===== src/rtl/irq_res_pkg.sv =====
package irq_res_pkg;
  localparam int unsigned LOCAL_W    = 8;
  localparam int unsigned BANK_W     = 32;
  localparam int unsigned SC1_N      = 5;
  localparam int unsigned SC2_N      = 6;
  localparam int unsigned SUM1_POS   = LOCAL_W;
  localparam int unsigned SUM2_POS   = LOCAL_W + 1;
  localparam int unsigned SC1_LO     = LOCAL_W + 2;
  localparam int unsigned SC2_LO     = SC1_LO + SC1_N;
  localparam int unsigned BASIC_W    = SC2_LO + SC2_N;
  localparam int unsigned BANK1_BASE = LOCAL_W;
  localparam int unsigned BANK2_BASE = LOCAL_W + BANK_W;
  localparam int unsigned NUM_TOTAL  = LOCAL_W + 2 * BANK_W;
  localparam int unsigned NUM_W      = $clog2(NUM_TOTAL);

  // bank bit positions mirrored by shortcut flags, in priority order
  localparam int unsigned SC1_POS [SC1_N] = '{7, 9, 10, 18, 19};
  localparam int unsigned SC2_POS [SC2_N] = '{21, 22, 23, 24, 25, 30};

  typedef logic [NUM_W-1:0] irq_num_t;

  typedef struct packed {
    logic     valid;
    irq_num_t num;
  } irq_res_t;

  function automatic logic [BANK_W-1:0] sc1_excl();
    logic [BANK_W-1:0] m;
    m = '0;
    for (int i = 0; i < int'(SC1_N); i++) m[SC1_POS[i]] = 1'b1;
    return m;
  endfunction

  function automatic logic [BANK_W-1:0] sc2_excl();
    logic [BANK_W-1:0] m;
    m = '0;
    for (int i = 0; i < int'(SC2_N); i++) m[SC2_POS[i]] = 1'b1;
    return m;
  endfunction
endpackage


===== src/rtl/irq_lsb_find.sv =====
module irq_lsb_find #(
  parameter int unsigned W  = 8,
  parameter int unsigned IW = (W > 1) ? $clog2(W) : 1
) (
  input  logic [W-1:0]  vec_i,
  output logic          hit_o,
  output logic [IW-1:0] idx_o
);
  always_comb begin
    idx_o = '0;
    for (int i = int'(W) - 1; i >= 0; i--) begin
      if (vec_i[i]) idx_o = IW'(i);
    end
  end

  assign hit_o = |vec_i;
endmodule


===== src/rtl/irq_shortcut_pick.sv =====
module irq_shortcut_pick
  import irq_res_pkg::*;
#(
  parameter int unsigned N    = 5,
  parameter int unsigned BASE = 8,
  parameter int unsigned POS [N] = '{default: 0}
) (
  input  logic [N-1:0] flag_i,
  output logic         hit_o,
  output irq_num_t     num_o
);
  localparam int unsigned IW = (N > 1) ? $clog2(N) : 1;

  logic [IW-1:0] idx;

  irq_lsb_find #(.W(N), .IW(IW)) u_find (
    .vec_i (flag_i),
    .hit_o (hit_o),
    .idx_o (idx)
  );

  always_comb begin
    num_o = '0;
    for (int i = 0; i < int'(N); i++) begin
      if (idx == IW'(i)) num_o = NUM_W'(BASE + POS[i]);
    end
  end
endmodule


===== src/rtl/irq_bank_scan.sv =====
module irq_bank_scan
  import irq_res_pkg::*;
#(
  parameter int unsigned           W    = 32,
  parameter int unsigned           BASE = 8,
  parameter logic [W-1:0]          EXCL = '0
) (
  input  logic         en_i,
  input  logic [W-1:0] bank_i,
  output logic         hit_o,
  output irq_num_t     num_o
);
  localparam int unsigned IW = $clog2(W);

  logic [W-1:0]  masked;
  logic          any;
  logic [IW-1:0] idx;

  assign masked = bank_i & ~EXCL;

  irq_lsb_find #(.W(W), .IW(IW)) u_find (
    .vec_i (masked),
    .hit_o (any),
    .idx_o (idx)
  );

  assign hit_o = en_i & any;
  assign num_o = NUM_W'(BASE) + NUM_W'(idx);
endmodule


===== src/rtl/irq_resolve_top.sv =====
module irq_resolve_top
  import irq_res_pkg::*;
(
  input  logic               clk_i,
  input  logic               rst_ni,
  input  logic               req_i,
  input  logic [BASIC_W-1:0] basic_i,
  input  logic [BANK_W-1:0]  bank1_i,
  input  logic [BANK_W-1:0]  bank2_i,
  output logic [NUM_W-1:0]   irq_num_o,
  output logic               irq_valid_o
);
  localparam int unsigned LIW = $clog2(LOCAL_W);
  localparam logic [BANK_W-1:0] EXCL1 = sc1_excl();
  localparam logic [BANK_W-1:0] EXCL2 = sc2_excl();

  logic           loc_hit, sc1_hit, sc2_hit, b1_hit, b2_hit;
  logic [LIW-1:0] loc_idx;
  irq_num_t       sc1_num, sc2_num, b1_num, b2_num;
  irq_res_t       pick, res_q;

  irq_lsb_find #(.W(LOCAL_W), .IW(LIW)) u_local (
    .vec_i (basic_i[LOCAL_W-1:0]),
    .hit_o (loc_hit),
    .idx_o (loc_idx)
  );

  irq_shortcut_pick #(.N(SC1_N), .BASE(BANK1_BASE), .POS(SC1_POS)) u_sc1 (
    .flag_i (basic_i[SC1_LO +: SC1_N]),
    .hit_o  (sc1_hit),
    .num_o  (sc1_num)
  );

  irq_shortcut_pick #(.N(SC2_N), .BASE(BANK2_BASE), .POS(SC2_POS)) u_sc2 (
    .flag_i (basic_i[SC2_LO +: SC2_N]),
    .hit_o  (sc2_hit),
    .num_o  (sc2_num)
  );

  irq_bank_scan #(.W(BANK_W), .BASE(BANK1_BASE), .EXCL(EXCL1)) u_bank1 (
    .en_i   (basic_i[SUM1_POS]),
    .bank_i (bank1_i),
    .hit_o  (b1_hit),
    .num_o  (b1_num)
  );

  irq_bank_scan #(.W(BANK_W), .BASE(BANK2_BASE), .EXCL(EXCL2)) u_bank2 (
    .en_i   (basic_i[SUM2_POS]),
    .bank_i (bank2_i),
    .hit_o  (b2_hit),
    .num_o  (b2_num)
  );

  // tiered priority; an all-zero summary word leaves every hit low
  always_comb begin
    pick = '0;
    if (loc_hit)     pick = '{valid: 1'b1, num: NUM_W'(loc_idx)};
    else if (sc1_hit) pick = '{valid: 1'b1, num: sc1_num};
    else if (sc2_hit) pick = '{valid: 1'b1, num: sc2_num};
    else if (b1_hit)  pick = '{valid: 1'b1, num: b1_num};
    else if (b2_hit)  pick = '{valid: 1'b1, num: b2_num};
  end

  always_ff @(posedge clk_i or negedge rst_ni) begin
    if (!rst_ni)    res_q <= '0;
    else if (req_i) res_q <= pick;
  end

  assign irq_num_o   = res_q.num;
  assign irq_valid_o = res_q.valid;
endmodule


===== config.mk =====
export PLATFORM = sky130hd
export DESIGN_NAME = irq_resolve_top
export DESIGN_NICKNAME = d
export VERILOG_FILES = /design/src/rtl/irq_res_pkg.sv /design/src/rtl/irq_lsb_find.sv /design/src/rtl/irq_shortcut_pick.sv /design/src/rtl/irq_bank_scan.sv /design/src/rtl/irq_resolve_top.sv
export SDC_FILE = /design/constraint.sdc
export NUM_CORES = 1
export LEC_CHECK = 0
export ABC_AREA = 1
export ABC_CLOCK_PERIOD_IN_PS = 920
export BUFFER_PORTS_ARGS = -buffer_cell sky130_fd_sc_hd__buf_2
export CORE_MARGIN = 5
export CORE_UTILIZATION = 43
export DETAILED_ROUTE_END_ITERATION = 8
export GPL_ROUTABILITY_DRIVEN = 0
export HOLD_SLACK_MARGIN = 0.1
export PLACE_DENSITY = 0.82
export SYNTH_ARGS = -nofsm -noshare
export SYNTH_HDL_FRONTEND = slang
export SYNTH_SLANG_ARGS = --single-unit

===== constraint.sdc =====
create_clock -name clk_i -period 0.92 [get_ports clk_i]
set_input_delay 0.046 -clock clk_i [delete_from_list [all_inputs] [get_ports clk_i]]
set_output_delay 0.046 -clock clk_i [all_outputs]
set_load 0.1 [all_outputs]

==> metrics.yaml, run 1 <==
run_status:
  outcome: "finished with violations"
  violations: "setup timing"
clock_tree:
  cts_buffers: 3
  clock_sinks: 8
  clk_pin_slew_ps: 70
  tritoncts: "done"
  cts-root-buf: "clkbuf_4"
  htree_levels: 1
  clk_latency_ps: 280
  clk_path_buf_depth: 2
synthesis:
  synth_top_area_share: 0.247
  ys_async_sr_fraction: 1.00
  synth.top_cells.by_area: "nand2_1 25%, inv_1 15%, dfrtp_1 14%, nor2_1 11%, nand3_1 4.2%"
  synth_area_per_cell_sq_um: 5.08
  synth_flop_cell: "dfrtp_1"
  synth_edf_count: 0
  synth_cell_types: 32
  ys_seq_area_frac: 0.138
  syn_nets: 375
  ys_seq_elements: 8
  netlist_area_sq_um: 1450
  synth_top_cell_by_area: "nand2_1"
  synthCells: 285
  synth_warnings: 0
critical_path:
  critPathRequiredTime_ps: 1130
  crit_path_frequent_cell: "nand2_1"
  cp.arrival_ps: 2200
  r2r-end: "irq_num_o[4]"
  reg2reg_slack_ps: 50
  reg2reg_depth: 3
  critPathKind: "in2reg"
  start_kind: "input pin"
  crit_slowest_cell: "o21bai_1"
  timing.rr.start: "irq_num_o[4]"
  slowest_delay_ps: 140
  crit_end: "irq_num_o[0]"
  crit_start: "bank1_i[31]"
  endpoint_kind: "flip-flop"
  crit_fanout: 3
job:
  drv_cap: 0
finish:
  final_nets: 530
  regArea_sq_um: 210
  final_util: 0.885
  final_cells: 484
  synthToLayoutAreaGrowth_pct: 101
  fill_cells: 161
  n_antenna_cell: 0
  drive_gt1_frac: 0.484
  multi_input_area_sq_um: 1250
grt:
  grt-ovfl-total: 0
  grt_max_degree: 9
  first_global_vias: 2450
  grt_antenna_before_repair: 0
  grt_use_total: 0.271
  grt_pass1_wl_mm: 9.70
route:
  antenna_left: 0
  wl_per_cell_um: 17.6
  firstDrtPassIters: 6
  via_per_inst: 5.68
  finalWirelength_mm: 8.52
  vias: 2747
  drcViolationCount: 0
  drtIter0Drc: 350
die:
  dieArea_sq_um: 4620
  die_w_um: 68.0
  die-height_um: 68.0
  core.rowCount: 21
  ios: 96
  core_sq_um: 3280
  start_util: 0.440
timing:
  tns_ps: -5560
  max_freq_mhz: 502
  period_needed_ps: 1990
  relSlewSlack: 0.682
  fin_worst_skew_ps: 0
  fin_ws_ps: -1070
  setup_viol: 12
  worst_slew_pin_slew_ps: 465
  rsz0062_at_grt: "yes"
  finalHoldViolCount: 0
  slew_violations: 0
  post-route-period-util: 2.16
pwr:
  ir_worst_vdd_mv: 0.330
  cellLeakagePower_nw: 1.58
  power_mw: 1.70
  power_density_nw_per_um2: 585
place:
  dp_hpwl_mm: 4.33
  post-place-ws_ps: -861
  place.port_buffers: 84
  numPlacedInstances: 470
min_path:
  hp-class: "in2async"
==> state kept, by name, summed over array words and instances, names as in the netlist <==
name and cells:
irq_num_o 7, irq_valid_o 1
==> worst min path at each step <==
stage                        end  slack (ps)  cells after the start
floorplan           irq_num_o[0]        -250                      0
global placement    irq_num_o[2]        -100                      1
detailed placement  irq_num_o[2]        -100                      1
CTS                 irq_num_o[4]         110                      3
global route         irq_valid_o         160                      4
finish              irq_num_o[3]         150                      2
==> metal layers <==
| layer | wire [um] | global-route usage | vias to the layer above |
|---|---|---|---|
| met5 | 0 | 0.0125 | - |
| met4 | 714 | 0.164 | 0 |
| met3 | 970 | 0.0788 | 85 |
| met2 | 4050 | 0.523 | 234 |
| met1 | 2790 | 0.243 | 1228 |
| li1 | - | - | 1200 |
==> stage by stage <==
stage	area (sq um)	hold WS (ps)
floorplan	1560	-250
global placement	2570	-99.7
detailed placement	2570	-99.1
CTS	2750	112
global route	2910	162
finish	2910	148
==> logic make-up after synthesis <==
group,synth area share
fa+ha+maj,0.0173
simple gates,0.487
buf+inv,0.171
compound gates,0.186
flops,0.138
==> final cells by class <==
cell class | count | share of cell area
clock buffer | 3 | 0.00775
inverter | 66 | 0.0861
multi-input combinational | 211 | 0.430
sequential | 8 | 0.0724
tap | 46 | 0.0198
timing repair buffer | 150 | 0.384
==> layout by cell type (no fill, tap or decap), drive strengths merged, types with 2 or more instances in the layout <==
cell / n
a21oi: 10
a22oi: 2
a31oi: 3
buf: 149
clkbuf: 3
dfrtp: 8
ha: 2
inv: 65
nand2: 96
nand3: 12
nor2: 45
nor3: 5
nor4: 7
o211ai: 2
o21ai: 9
o21bai: 3
o31ai: 5
==> repair_timing <==
item	in CTS	in global routing
setup endpoints to repair	8	16
hold buffers	1	0
hold endpoints to repair	8	0
pin swaps	10	12
buffers inserted	3	8
resized for setup	27	26
==> worst max-delay path: cells and delay by family <==
kind,cells,cell delay [ps]
and+or+nand+nor,28,1850
buffers and inverters,2,130
AOI/OAI and AO/OA,1,140
==> synth_stat cells (2+ instances only) <==
cell      instances
o31ai_1           4
inv_2             8
dfrtp_1           8
o21ai_0           2
ha_1              2
a22oi_1           2
nand3_1          12
nand2_1          95
inv_1            57
nor4_1            7
nor2_1           44
a21oi_1          10
nor3_2            2
o211ai_1          2
o21ai_1           7
a31oi_1           3
nor3_1            3
o21bai_1          3
==> report_power, final <==
part	internal [mW]	total (mW)	leakage, nW	switching, mW
Sequential	0.363	0.377	0.0930	0.0146
Combinational	0.455	1.02	1.47	0.563
Clock	0.151	0.305	0.0138	0.154
No activity file was read; power rests on OpenSTA's default activity.
==> run 2: changes to the inputs <==
--- a/config.mk
+++ b/config.mk
@@ -17,3 +17,4 @@
 export SYNTH_ARGS = -nofsm -noshare
 export SYNTH_HDL_FRONTEND = slang
 export SYNTH_SLANG_ARGS = --single-unit
+export TNS_END_PERCENT = 30
==> metrics.yaml, run 2 (synthesis results as in run 1) <==
clock_tree:
  clk_pin_slew_ps: 60  # about the same
  cts_buffers: 3  # unchanged
  htree_levels: 1  # unchanged
  cts-root-buf: "clkbuf_4"
  clk_latency_ps: 260  # -20 ps
  clk_path_buf_depth: 2  # unchanged
  tritoncts: "done"
  clock_sinks: 8  # unchanged
die:
  core.rowCount: 21  # unchanged
  start_util: 0.440  # unchanged
  dieArea_sq_um: 4620  # unchanged
  core_sq_um: 3280  # unchanged
  ios: 96  # unchanged
  die_w_um: 68.0  # unchanged
  die-height_um: 68.0  # unchanged
route:
  drcViolationCount: 0  # unchanged
  drtIter0Drc: 148  # -58%
  finalWirelength_mm: 4.99  # -42%
  via_per_inst: 4.78  # -16%
  vias: 2271  # -17%
  firstDrtPassIters: 4  # -2
  antenna_left: 0  # unchanged
  wl_per_cell_um: 10.5  # -40%
min_path:
  hp-class: "in2reg"
  hold_path.startpoint: "req_i"
critical_path:
  crit_slowest_cell: "a221o_1"
  slowest_delay_ps: 330  # +190 ps
  reg2reg_slack_ps: 120  # +70 ps
  crit_fanout: 2  # -1
  crit_chain: "buf_2, buf_4, nor2_2, nand2_1, nor2_2, o21ai_1, nand2_1, inv_1, ha_1, a221o_1, a21oi_1, o31ai_1"
  timing.rr.start: "irq_num_o[1]"
  critPathRequiredTime_ps: 1050  # -80 ps
  reg2reg_depth: 2  # -1
  critPathKind: "in2reg"
  r2r-end: "irq_num_o[1]"
  start_kind: "input pin"
  endpoint_kind: "flip-flop"
  cp.arrival_ps: 1680  # -520 ps
  crit_start: "bank2_i[31]"
  crit_end: "irq_num_o[4]"
pwr:
  power_density_nw_per_um2: 570  # -2.7%
  ir_worst_vdd_mv: 0.345  # +4.5%
  cellLeakagePower_nw: 1.50  # -4.9%
grt:
  grt_max_degree: 9  # unchanged
  grt_pass1_wl_mm: 7.84  # -19%
  grt_antenna_before_repair: 0  # unchanged
  grt_use_total: 0.212  # -0.0593
  first_global_vias: 2123  # -13%
  grt-ovfl-total: 0  # unchanged
timing:
  tns_ps: -3870  # +1690 ps
  post-route-period-util: 1.68  # -0.482
  setup_viol: 8  # -4
  whs_ps: 121  # -27.4 ps
  fin_ws_ps: -626  # +444 ps
  period_needed_ps: 1550  # -444 ps
  relSlewSlack: 0.590  # -0.0922
  finalHoldViolCount: 0  # unchanged
  slew_violations: 0  # unchanged
  fin_worst_skew_ps: 0  # unchanged
  worst_slew_pin_slew_ps: 600  # +135 ps
  rsz0062_at_grt: "yes"
  max_freq_mhz: 647  # +29%
place:
  place.port_buffers: 84  # unchanged
  dp_hpwl_mm: 4.31  # -0.52%
finish:
  layout_common_cells: "93 x nand2_1, 72 x buf_2, 56 x inv_1, 56 x buf_4, 33 x nor2_1"
  largest_reg_flops: 7  # unchanged
  final_nets: 521  # -1.7%
  drive_gt1_frac: 0.420  # -0.0644
  final_common_cell: "nand2_1"
  n_antenna_cell: 0  # unchanged
  synthToLayoutAreaGrowth_pct: 82.1
job:
  drv_cap: 0  # unchanged
run_status:
  outcome: "finished with violations"
  violations: "setup timing"
-- run 2: cell types whose count changed in the layout (fill, tap and decap cells not counted), sizes merged --
cell  previous run  this run
buf            149       140
-- run 2: metal layers --
metal | GRT usage | share of wire
met5 | 0 | 0
met4 | 0.0546 | 0.024
met3 | 0.0460 | 0.096
met2 | 0.427 | 0.52
met1 | 0.215 | 0.36
-- run 2: cell type report --
type | instances | area [sq um]
fill | 239 | 651
timing repair buffer | 141 | 996
tap | 46 | 57.6
inverter | 66 | 248
multi-input combinational | 211 | 1110
clock buffer | 3 | 22.5
sequential | 8 | 200
-- run 2: through the flow --
stage          utilization  power [mW]  area (sq um)  instances  worst slack, ps
6_report             0.802        1.50          2630        475             -626
5_1_grt              0.802        1.60          2630        475             -916
4_1_cts              0.793        1.48          2600        475             -655
3_5_place_dp         0.771        1.20          2530        471             -926
3_3_place_gp         0.771        1.17          2530        471             -871
2_1_floorplan            -       0.716          1520        285             -585
-- run 2: how the worst min path moves through the flow --
stage,to,depth (start not counted)
after floorplan,irq_num_o[0],0
after global placement,irq_num_o[2],1
after detailed placement,irq_num_o[2],1
after CTS,irq_num_o[4],3
after global routing,irq_num_o[4],3
final,irq_num_o[2],4
-- run 2: worst max-delay path: cells and delay by family --
kind / cells / cell delay, ps
simple gates: 4 / 400
compound gates: 4 / 670
fa+ha+maj: 1 / 280
buf+inv: 3 / 280
-- run 2: timing repair --
item / CTS / global route
setup endpoints to repair: 8 / 9
pin swaps: 2 / 0
hold buffers: 1 / 0
setup buffers: 0 / 0
endpoints found under the hold margin: 8 / 0
resized for setup: 10 / 10
-- run 2: power by group --
part | switching (mW) | total [mW] | internal, mW
clock | 0.128 | 0.278 | 0.150
combinational | 0.436 | 0.849 | 0.413
sequential | 0.0116 | 0.373 | 0.362
total | 0.576 | 1.50 | 0.925
==> run 3: changes to the inputs <==
--- a/config.mk
+++ b/config.mk
@@ -13,7 +13,8 @@
 export DETAILED_ROUTE_END_ITERATION = 8
 export GPL_ROUTABILITY_DRIVEN = 0
 export HOLD_SLACK_MARGIN = 0.1
-export PLACE_DENSITY = 0.82
+export MAX_ROUTING_LAYER = met4
+export PLACE_DENSITY = 0.92
 export SYNTH_ARGS = -nofsm -noshare
 export SYNTH_HDL_FRONTEND = slang
 export SYNTH_SLANG_ARGS = --single-unit
==> metrics.yaml, run 3 (synthesis results as in run 1) <==
route:
  drtIter0Drc: 220  # +49%
  drcViolationCount: 0  # unchanged
  vias: 2421  # +6.6%
  via_per_inst: 5.04  # +5.5%
  antenna_left: 0  # unchanged
  finalWirelength_mm: 5.85  # +17%
  firstDrtPassIters: 5  # +1
  wl_per_cell_um: 12.2  # +16%
clock_tree:
  htree_levels: 1  # unchanged
  clk_latency_ps: 270  # about the same
  clk_path_buf_depth: 2  # unchanged
  clock_sinks: 8  # unchanged
  cts_buffers: 3  # unchanged
  cts-root-buf: "clkbuf_4"
  tritoncts: "done"
  clk_pin_slew_ps: 60  # about the same
finish:
  largest_reg_flops: 7  # unchanged
  layout_common_cells: "91 x nand2_1, 72 x buf_2, 59 x buf_4, 56 x inv_1, 33 x nor2_1"
  final_nets: 526  # +0.96%
  fill_cells: 195  # -18%
  stdcell_area_sq_um: 2720  # +3.2%
  final_common_cell: "nand2_1"
  final_util: 0.827  # +0.0255
  n_antenna_cell: 0  # unchanged
  drive_gt1_frac: 0.442  # +0.0228
  synthToLayoutAreaGrowth_pct: 87.9
critical_path:
  crit_path_frequent_cell: "nand2_1"
  critPathRequiredTime_ps: 1090  # +40 ps
  cp.arrival_ps: 1790  # +110 ps
  crit_fanout: 3  # +1
  start_kind: "input pin"
  slowest_delay_ps: 140  # -190 ps
  critPathKind: "in2reg"
  timing.rr.start: "irq_num_o[1]"
  crit_slowest_cell: "o21bai_1"
  endpoint_kind: "flip-flop"
  crit_start: "bank1_i[29]"
die:
  core_sq_um: 3280  # unchanged
  die_w_um: 68.0  # unchanged
  start_util: 0.440  # unchanged
  ios: 96  # unchanged
  die-height_um: 68.0  # unchanged
  core.rowCount: 21  # unchanged
  dieArea_sq_um: 4620  # unchanged
run_status:
  violations: "setup timing"
  outcome: "finished with violations"
min_path:
  hold_path.startpoint: "basic_i[10]"
  hp-class: "in2reg"
place:
  place.port_buffers: 84  # unchanged
  post-place-ws_ps: -938  # -12.0 ps
  placed_area_sq_um: 2560  # +1.2%
  dp_hpwl_mm: 4.73  # +9.7%
grt:
  grt-ovfl-total: 0  # unchanged
  grt_pass1_wl_mm: 9.27  # +18%
  first_global_vias: 2275  # +7.2%
  grt_max_degree: 9  # unchanged
  grt_use_total: 0.266  # +0.0543
  grt_antenna_before_repair: 0  # unchanged
timing:
  max_freq_mhz: 615  # -4.9%
  post-route-period-util: 1.77  # +0.0858
  fin_worst_skew_ps: 0  # unchanged
  relSlewSlack: 0.465  # -0.125
  finalHoldViolCount: 0  # unchanged
  fin_ws_ps: -705  # -78.9 ps
  slew_violations: 0  # unchanged
  worst_slew_pin_slew_ps: 783  # +183 ps
  period_needed_ps: 1630  # +78.9 ps
  rsz0062_at_grt: "yes"
  setup_viol: 11  # +3
pwr:
  power_density_nw_per_um2: 576  # +1.2%
  cellLeakagePower_nw: 1.55  # +3.0%
  power_mw: 1.57  # +4.4%
  ir_worst_vdd_mv: 0.320  # -7.3%
job:
  drv_cap: 0  # unchanged
==> run 3: cell types whose count changed in the layout (fill, tap and decap cells not counted), sizes merged <==
cell / before / now
buf: 140 / 145
==> run 3: worst paths after layout <==
path                           endpoint  slack (ps)  cells after the start
max                        irq_num_o[0]        -710                     30
min                        irq_num_o[4]         120                      3
max reg2reg                irq_num_o[1]          50                      2
min reg2reg                 irq_valid_o         550                      2
max in group asynchronous  irq_num_o[4]         580                      2
min in group asynchronous  irq_num_o[3]         150                      2
==> run 3: layout make-up <==
| type | count | area, sq um | share of cell area |
|---|---|---|---|
| timing repair buffer | 146 | 1040 | 0.383 |
| multi-input combinational | 211 | 1150 | 0.423 |
| tap | 46 | 57.6 | 0.0212 |
| inverter | 66 | 248 | 0.0912 |
| clock buffer | 3 | 22.5 | 0.00829 |
| sequential | 8 | 200 | 0.0737 |
==> run 3: through the flow <==
step,std cells,hold slack (ps),setup TNS (ps)
finish,480,122,-4140
global route,480,144,-5300
CTS,479,124,-4170
detailed placement,475,-101,-6480
global placement,475,-107,-5720
floorplan,285,-250,-3750
==> run 3: what timing repair did <==
item,CTS,global route
pin swaps,0,3
setup endpoints to repair,8,11
buffers inserted,0,1
hold endpoints to repair,8,0
hold buffers,1,0
resized for setup,7,23
==> run 3: report_power, final <==
part / internal (mW) / switching, mW
clock: 0.150 / 0.137
combinational: 0.433 / 0.471
sequential: 0.362 / 0.0121
==> run 3: routing by layer <==
layer	routed length (um)	global-route usage
met5	0	-
met4	362	0.102
met3	460	0.0411
met2	2910	0.483
met1	2110	0.290
==> run 3: worst max-delay path, delay by kind of cell <==
kind                   cells  cell delay [ps]
AND/OR/NAND/NOR           28             1490
AO/OA/AOI/OAI              1              140
buffers and inverters      1              100
